**config.mk**
```make
export PLATFORM = sky130hd
export DESIGN_NAME = tfs_front
export DESIGN_NICKNAME = d
export VERILOG_FILES = /design/src/rtl/tfs_pkg.sv /design/src/rtl/tfs_route.sv /design/src/rtl/tfs_chan_regs.sv /design/src/rtl/tfs_front.sv
export SDC_FILE = /design/constraint.sdc
export NUM_CORES = 1
export LEC_CHECK = 0
export BUFFER_PORTS_ARGS = -buffer_cell sky130_fd_sc_hd__buf_2
export CORE_ASPECT_RATIO = 1.5
export CORE_MARGIN = 1.5
export CORE_UTILIZATION = 45
export DETAILED_ROUTE_END_ITERATION = 16
export HOLD_SLACK_MARGIN = 0.1
export PLACE_DENSITY = 0.69
export SLEW_MARGIN = 20
export SYNTH_ARGS = -nofsm -noshare
export SYNTH_HDL_FRONTEND = slang
export SYNTH_SLANG_ARGS = --single-unit
```
**constraint.sdc**
```tcl
create_clock -name clk -period 2 [get_ports clk]
set_input_delay 0.2 -clock clk [delete_from_list [all_inputs] [get_ports clk]]
set_output_delay 0.2 -clock clk [all_outputs]
set_load 0.02 [all_outputs]
```
**src/rtl/tfs_pkg.sv**
```systemverilog
package tfs_pkg;
   localparam int LANE_W   = 8;
   localparam int LANES    = 4;
   localparam int WORD_W   = LANE_W * LANES;
   localparam int NCH      = 2;
   // word 0 lanes
   localparam int LN_DATA  = 0;
   localparam int LN_FEAT  = 1;
   localparam int LN_SCNT  = 2;
   localparam int LN_SNUM  = 3;
   // word 1 lanes
   localparam int LN_CYLL  = 0;
   localparam int LN_CYLH  = 1;
   localparam int LN_DEVH  = 2;
   localparam int LN_CMD   = 3;
   // device select bit within the Device+Head byte
   localparam int SEL_BIT  = 4;
   localparam int SEL_POS  = LN_DEVH * LANE_W + SEL_BIT;

   typedef struct packed {
      logic hit;
      logic word;
      logic ch;
   } tfs_route_t;
endpackage

```
**src/rtl/tfs_route.sv**
```systemverilog
module tfs_route
   import tfs_pkg::*;
#(
   parameter int ADDR_W     = 10,
   parameter int ALIAS_BASE = 'h080,
   parameter int CH_STRIDE  = 'h100
) (
   input  logic              alias_sp,
   input  logic [ADDR_W-1:0] addr,
   input  logic              is_wr,
   input  logic [LANES-1:0]  be,
   input  logic              dh_bit,
   input  logic              shadow,
   output tfs_route_t        route
);
   localparam int TOP_ADDR = ALIAS_BASE + (NCH - 1) * CH_STRIDE + 4;

   generate
      if (TOP_ADDR >= (1 << ADDR_W)) begin : g_bad_addr
         $error("alias window does not fit in ADDR_W");
      end
      if (CH_STRIDE < 8) begin : g_bad_stride
         $error("CH_STRIDE must leave room for two words");
      end
   endgenerate

   logic [NCH-1:0] al_w0, al_w1;

   for (genvar c = 0; c < NCH; c++) begin : g_alias
      assign al_w0[c] = (addr == ADDR_W'(ALIAS_BASE + c * CH_STRIDE));
      assign al_w1[c] = (addr == ADDR_W'(ALIAS_BASE + c * CH_STRIDE + 4));
   end

   logic leg_w0, leg_w1;
   assign leg_w0 = (addr == ADDR_W'(0));
   assign leg_w1 = (addr == ADDR_W'(4));

   always_comb begin
      route = '0;
      if (!alias_sp) begin
         route.hit  = leg_w0 | leg_w1;
         route.word = leg_w1;
         if (leg_w1 && is_wr && be[LN_DEVH]) route.ch = dh_bit;
         else                                route.ch = shadow;
      end else begin
         route.hit  = |(al_w0 | al_w1);
         route.word = |al_w1;
         route.ch   = al_w0[1] | al_w1[1];
      end
   end
endmodule

```
**src/rtl/tfs_chan_regs.sv**
```systemverilog
module tfs_chan_regs
   import tfs_pkg::*;
(
   input  logic              clk,
   input  logic              rst_n,
   input  logic              wr_w0,
   input  logic              wr_w1,
   input  logic [LANES-1:0]  be,
   input  logic [WORD_W-1:0] wdata,
   output logic [WORD_W-1:0] word0_q,
   output logic [WORD_W-1:0] word1_q,
   output logic              cmd_pulse
);
   for (genvar l = 0; l < LANES; l++) begin : g_lane
      logic [LANE_W-1:0] w1_in;
      if (l == LN_DEVH) begin : g_dh
         always_comb begin
            w1_in          = wdata[l*LANE_W +: LANE_W];
            w1_in[SEL_BIT] = 1'b0;
         end
      end else begin : g_plain
         assign w1_in = wdata[l*LANE_W +: LANE_W];
      end

      always_ff @(posedge clk) begin
         if (!rst_n) begin
            word0_q[l*LANE_W +: LANE_W] <= '0;
            word1_q[l*LANE_W +: LANE_W] <= '0;
         end else begin
            if (wr_w0 && be[l]) word0_q[l*LANE_W +: LANE_W] <= wdata[l*LANE_W +: LANE_W];
            if (wr_w1 && be[l]) word1_q[l*LANE_W +: LANE_W] <= w1_in;
         end
      end
   end

   always_ff @(posedge clk) begin
      if (!rst_n) cmd_pulse <= 1'b0;
      else        cmd_pulse <= wr_w1 && be[LN_CMD];
   end

   // a pulse only follows a command-lane write
   a_r8_pulse_source: assert property (@(posedge clk) disable iff (!rst_n)
      cmd_pulse |-> $past(wr_w1 && be[LN_CMD]));
   // an idle word keeps its contents
   a_r10_word0_hold: assert property (@(posedge clk) disable iff (!rst_n)
      !wr_w0 |=> $stable(word0_q));
endmodule

```
**src/rtl/tfs_front.sv**
```systemverilog
module tfs_front
   import tfs_pkg::*;
#(
   parameter int ADDR_W     = 10,
   parameter int ALIAS_BASE = 'h080,
   parameter int CH_STRIDE  = 'h100
) (
   input  logic                  clk,
   input  logic                  rst_n,
   input  logic                  wr_en,
   input  logic                  rd_en,
   input  logic                  alias_sp,
   input  logic [ADDR_W-1:0]     addr,
   input  logic [LANES-1:0]      be,
   input  logic [WORD_W-1:0]     wdata,
   output logic [WORD_W-1:0]     rdata,
   input  logic [NCH*LANE_W-1:0] dev_status,
   input  logic [NCH*LANE_W-1:0] dev_error,
   output logic                  shadow_sel,
   output logic [NCH-1:0]        cmd_strobe,
   output logic [NCH*LANE_W-1:0] cmd_code,
   output logic [NCH*LANE_W-1:0] features
);
   generate
      if (ADDR_W < 4) begin : g_bad_aw
         $error("ADDR_W too small for the legacy window");
      end
   endgenerate

   tfs_route_t route;

   tfs_route #(
      .ADDR_W    (ADDR_W),
      .ALIAS_BASE(ALIAS_BASE),
      .CH_STRIDE (CH_STRIDE)
   ) u_route (
      .alias_sp(alias_sp),
      .addr    (addr),
      .is_wr   (wr_en),
      .be      (be),
      .dh_bit  (wdata[SEL_POS]),
      .shadow  (shadow_sel),
      .route   (route)
   );

   logic [NCH-1:0][WORD_W-1:0] w0_q, w1_q;

   for (genvar c = 0; c < NCH; c++) begin : g_ch
      logic sel_c;
      assign sel_c = wr_en && route.hit && (route.ch == 1'(c));

      tfs_chan_regs u_regs (
         .clk      (clk),
         .rst_n    (rst_n),
         .wr_w0    (sel_c && !route.word),
         .wr_w1    (sel_c &&  route.word),
         .be       (be),
         .wdata    (wdata),
         .word0_q  (w0_q[c]),
         .word1_q  (w1_q[c]),
         .cmd_pulse(cmd_strobe[c])
      );

      assign features[c*LANE_W +: LANE_W] = w0_q[c][LN_FEAT*LANE_W +: LANE_W];
      assign cmd_code[c*LANE_W +: LANE_W] = w1_q[c][LN_CMD*LANE_W +: LANE_W];
   end

   // shadow select register
   always_ff @(posedge clk) begin
      if (!rst_n) shadow_sel <= 1'b0;
      else if (wr_en && !alias_sp && route.hit && route.word && be[LN_DEVH])
         shadow_sel <= wdata[SEL_POS];
   end

   // read path
   logic [WORD_W-1:0] rd_word;
   always_comb begin
      if (!route.word) begin
         rd_word = w0_q[route.ch];
         rd_word[LN_FEAT*LANE_W +: LANE_W] = dev_error[route.ch*LANE_W +: LANE_W];
      end else begin
         rd_word = w1_q[route.ch];
         rd_word[LN_CMD*LANE_W +: LANE_W]  = dev_status[route.ch*LANE_W +: LANE_W];
      end
   end

   for (genvar l = 0; l < LANES; l++) begin : g_rlane
      assign rdata[l*LANE_W +: LANE_W] =
         (rd_en && route.hit && be[l]) ? rd_word[l*LANE_W +: LANE_W] : '0;
   end

   // Device+Head write loads the shadow bit from the written bit 4
   a_r6_shadow_load: assert property (@(posedge clk) disable iff (!rst_n)
      (wr_en && !alias_sp && addr == ADDR_W'(4) && be[LN_DEVH])
      |=> shadow_sel == $past(wdata[SEL_POS]));
   // any other access leaves the shadow bit alone
   a_r9_shadow_hold: assert property (@(posedge clk) disable iff (!rst_n)
      !(wr_en && !alias_sp && addr == ADDR_W'(4) && be[LN_DEVH]) |=> $stable(shadow_sel));
   // at most one channel strobes per cycle
   a_r8_strobe_onehot: assert property (@(posedge clk) disable iff (!rst_n)
      $onehot0(cmd_strobe));
   // a legacy command write strobes some channel next cycle
   a_r8_strobe_follows: assert property (@(posedge clk) disable iff (!rst_n)
      (wr_en && !alias_sp && addr == ADDR_W'(4) && be[LN_CMD]) |=> (cmd_strobe != '0));
   // idle read port returns zero
   a_r11_idle_read: assert property (@(posedge clk) disable iff (!rst_n)
      !rd_en |-> (rdata == '0));
endmodule

```
; ---- Yosys cells after proc, flatten, opt, wreduce, memory -nomap -nowiden
; Cells that the tools add are included.
; Widths: inputs -> output; s select.
[word_totals]
n_memories = 0
latchBits = 0
word_cells = 81
ff_bits = 129
mem_bits_ro = 0
out_inout_bits = 67
in_bits = 83
ramBits = 0
[op_classes]
n_eq_ne = 5
n_reduce_logical = 39
n_div = 0
multipliers = 0
n_lt_le_gt_ge = 1
muxes = 11
n_shift = 2
n_bitwise = 4
addsub = 0
[op_table]
columns = cell, count
row1 = $mux 32, 3
row2 = $mux 24, 2
row3 = $logic_and 1x1->1, 34
row4 = $mux 8, 4
row5 = $shiftx 16x5->8, 2
row6 = $eq 10x8->1 const B, 2
row7 = $eq 10x9->1 const B, 2
row8 = $eq 10x3->1 const B, 1
row9 = $logic_not 10->1, 1
row10 = $reduce_or 2->1, 2
row11 = $mux 3, 1
row12 = $logic_not 1->1, 2
row13 = $lt 1x2->1 const B, 1
row14 = $or 1x1->1, 2
row15 = $or 2x2->2, 1
row16 = $mux 1, 1
row17 = $not 1->1, 1

; ---- Logic depth before layout (Yosys ltp)
[logic_depth]
word_depth = 9
mapped_depth = 7
mapped_depth_nobuf = 5

; ---- Modules after synthesis
; A second synthesis with hierarchy kept.
[hier_totals]
hier_cells = 704
hier_area_um2 = 6381.1
[modules_own_cells]
columns = mod, n_inst, seq_area_each_um2, cells_each, area_per_inst_um2
row1 = tfs_chan_regs, 2, 1281.2, 301, 2593.7
row2 = tfs_front, 1, 20.0, 88, 1081.0
row3 = tfs_route, 1, 0.0, 14, 112.6

; ---- Least setup slack after synthesis
; No wires, ideal clock.
[synth_timing]
kind = in2out
start = input addr[9]
end = output rdata[13]
t_required_ps = 1800
t_arrival_ps = 1815
stages = 6
path_slack_ps = -15
n_path_buf = 1
cell_sequence = nor4_4 > o211ai_2 > nor3_2 > buf_4 > a221oi_1 > nor2_1
[synth_between]
elab_chain_len = 9
word_cells_on_any_way = 22
classes_between = eq/ne (5) / shift (1) / mux (6) / bitwise (3) / reduce/logical (7)
[synth_rtl]
columns = item, line
row1 = start: declaration, tfs_front.sv:13  ; input logic [ADDR_W-1:0] addr,
row2 = $eq 10x3->1, tfs_route.sv:36  ; assign leg_w1 = (addr == ADDR_W'(4));
row3 = $logic_and 1x1->1 (2 in series), tfs_route.sv:43  ; if (leg_w1 && is_wr && be[LN_DEVH]) route.ch = dh_bit;
row4 = $mux 1, tfs_route.sv:43
row5 = $mux 3 *, tfs_route.sv:40  ; if (!alias_sp) begin
row6 = branches (longest 3 deep; another with $mux 32), --
row7 = $mux 8 *, tfs_front.sv:89  ; (rd_en && route.hit && be[l]) ? rd_word[l*LANE_W +: LANE_W] : '0;
row8 = end: declaration, tfs_front.sv:16  ; output logic [WORD_W-1:0] rdata,
; Mark *: on every way between the ends. The select of a mux whose other input is x is not followed.

; ---- Worst setup path after layout
[layout_timing]
start = register shadow_sel
end = output rdata[25]
[layout_between]
elab_chain_len = 6
word_cells_on_any_way = 7
classes_between = shift (1) / mux (6)
[layout_rtl]
columns = item, line
row1 = start: declaration, tfs_front.sv:19  ; output logic shadow_sel,
row2 = start signal: assignment, tfs_front.sv:72  ; shadow_sel <= wdata[SEL_POS];
row3 = $mux 1 *, tfs_route.sv:43
row4 = $mux 3 *, tfs_route.sv:40
row5 = branches (longest 2 deep; another with $shiftx 16x5->8), --
row6 = $mux 32 *, tfs_front.sv:78  ; if (!route.word) begin
row7 = $mux 8 *, tfs_front.sv:89
; Marked as above.

==> impl_metrics.json <==
{
  "via_per_inst": 5.40,
  "syn_nets": 725,
  "cts_buffer_depth": 2,
  "whs_ns": 0.115,
  "syn_to_final_growth_pct": 32.6,
  "antenna_found_initial": 1,
  "violations": "setup timing",
  "path_cells": "nor2b_4 > a21oi_2 > buf_4 > a211oi_4 > buf_6 > mux2i_2 > o22ai_2 > buf_6",
  "ys_seq_elements": 129,
  "wl_per_cell_um": 16.8,
  "cp_slowest_cell": "dfxtp_2",
  "tns_ns": -7.12,
  "io_buffers": 149,
  "worst_pin_slew_ns": 0.422,
  "p_total_w": 0.00576,
  "vdd_drop_max_mv": 0.623,
  "setup_viol": 32,
  "layout_common_cells": "164 x nand2_1, 140 x mux2i_1, 128 x dfxtp_1",
  "overflow": 0,
  "fmax_mhz": 426,
  "cp.required_ns": 1.80,
  "coreArea_sq_mm": 0.0134,
  "synth_top_area_share_pct": 42.0,
  "ys.warnings.count": 0,
  "power_per_cell_area_mw_per_mm2": 706,
  "clkTransAtPathRegs_ns": 0.06,
  "htreeDepth": 4,
  "period_share_pct": 117,
  "ant_nets": 0,
  "cp_max_fo": 8,
  "cts.sink_count": 129,
  "end_kind": "primary output",
  "via_count": 5220,
  "hold_path.class": "primary input to flip-flop",
  "yosysSeqAreaShare_pct": 42.0,
  "cts_tree": "done",
  "yosys-top-cells-area": "dfxtp_1 42%, mux2i_1 23%, nand2_1 10%",
  "routed_wl_um": 16300,
  "final_cells": 967,
  "critPathMaxStageDelay_ns": 0.33,
  "grt_pass1_wl_um": 25800,
  "finalWorstPathRequiredPeriod_ns": 2.35,
  "grt_util_all_layers_pct": 22.3,
  "finalHoldViolCount": 0,
  "final_nets": 875,
  "die_w_um": 98.5,
  "final_common_cell": "nand2_1",
  "grt_max_degree": 81,
  "initial_core_util_pct": 45.9,
  "drc_errors": 0,
  "dr.pass1.iters": 4,
  "rsz0062_at_grt": "true",
  "skew_ns": 0.00472,
  "hpwl_um": 11300,
  "fin_area_sq_mm": 0.00816,
  "place_area_sq_mm": 0.00714,
  "arrival_ns": 2.15,
  "gp_congestion": 0.874,
  "status": "finished, violations left",
  "ys_types": 37,
  "clock-root-buffer": "clkbuf_16",
  "clk_latency_ns": 0.42,
  "ios": 150,
  "p_leak_nw": 3.60,
  "finalWorstSetupSlack_ns": -0.345,
  "synth_area_sq_mm": 0.00615,
  "cts-buffers-inserted": 17,
  "syn_area_per_cell_sq_um": 9.58,
  "maxSlewHeadroom_pct": 71.7,
  "dr.first_iter.drc_count": 114,
  "path_class": "flip-flop to primary output",
  "max_cap_violations": 0,
  "die_h_um": 146,
  "slew_viol_final": 0,
  "drive_gt1_share_pct": 37.4,
  "cp_common_cell": "buf_6",
  "rows": 52,
  "die_area_sq_mm": 0.0144,
  "yosysTopAreaCell": "dfxtp_1",
  "cp-start-kind": "flip-flop",
  "first_global_vias": 5311,
  "synthCells": 642,
  "num_antenna_cells": 0,
  "dp.cells": 924
}
## flip-flops by register name, indices dropped and copies added, names as in the netlist
name,count
g_ch.u_regs.word0_q,64
g_ch.u_regs.cmd_pulse,2
shadow_sel,1
g_ch.u_regs.word1_q,62
## critical path, delay by kind of cell (launching register included)
kind                   cells  cell delay [ns]
AOI/OAI and AO/OA          3             0.47
muxes                      1             0.26
buffers and inverters      3             0.50
DFF                        1             0.33
and+or+nand+nor            1             0.16
## metal layers
metal  GRT usage, %  part of all wire [%]
met1           25.6                    40
met2           39.8                    53
met4           10.8                   3.1
met3           3.64                   3.8
met5              0                 0.074
## timing repair
| action | CTS | global route |
|---|---|---|
| cloned | 1 | 0 |
| hold buffers | 1 | 0 |
| endpoints found under the setup margin | 32 | 32 |
| pin swaps | 7 | 3 |
| hold endpoints to repair | 1 | 0 |
| setup buffers | 5 | 4 |
| gates resized for setup | 47 | 29 |
## power by group
part | switching (W) | internal, W
combinational | 0.000156 | 0.000108
clock | 0.00120 | 0.00172
sequential | 0.000000229 | 0.00257
total | 0.00136 | 0.00440
## worst paths after layout
path	from	end	slack, ns	cells after the start
min	wdata[16]	g_ch[1].u_regs.word1_q[16]$_SDFFE_PN0P_	0.12	3
min reg2reg	g_ch[0].u_regs.word1_q[21]$_SDFFE_PN0P_	g_ch[0].u_regs.word1_q[21]$_SDFFE_PN0P_	0.46	2
max reg2reg	shadow_sel$_SDFFE_PN0P_	g_ch[0].u_regs.word0_q[0]$_SDFFE_PN0P_	0.14	8
max	shadow_sel$_SDFFE_PN0P_	rdata[25]	-0.35	8
## logic make-up (layout without fill, tap and decap cells)
group,count (synthesis),after routing,synth area share (%)
multiplexers,142,142,23.1
flip-flops,129,129,42.0
AO/OA/AOI/OAI,64,64,9.54
AND/OR/NAND/NOR,235,235,18.1
buffers and inverters,72,235,7.24
## layout make-up
type                    instances  area (sq um)
clock buffers                  18           429
clock inverters                14           133
fillers                      1142          5250
inverters                       1          3.75
multi-input cells             441          3410
flip-flops and latches        129          2580
well taps                     162           203
repair buffers                202          1400
## stage by stage
| step | setup WS (ns) | utilization (%) |
|---|---|---|
| floorplan | 0.000644 | - |
| global placement | -0.237 | 53.2 |
| detailed placement | -0.288 | 53.2 |
| CTS | -0.281 | 59.5 |
| global route | -0.410 | 60.9 |
| finish | -0.345 | 60.9 |
## synthesized netlist by cell type, drive strengths merged
cell type / instances
a211o: 1
a211oi: 2
a21boi: 2
a21oi: 1
a221oi: 46
and2: 2
and3: 6
and4bb: 1
buf: 51
clkbuf: 20
dfxtp: 129
inv: 1
mux2i: 142
nand2: 169
nand2b: 1
nand3: 2
nand4: 2
nand4b: 4
nor2: 39
nor2b: 1
nor3: 5
nor4: 2
nor4b: 1
o211a: 1
o211ai: 2
o21ai: 1
o22ai: 8
Note: power is estimated with default switching activity, not from simulation.
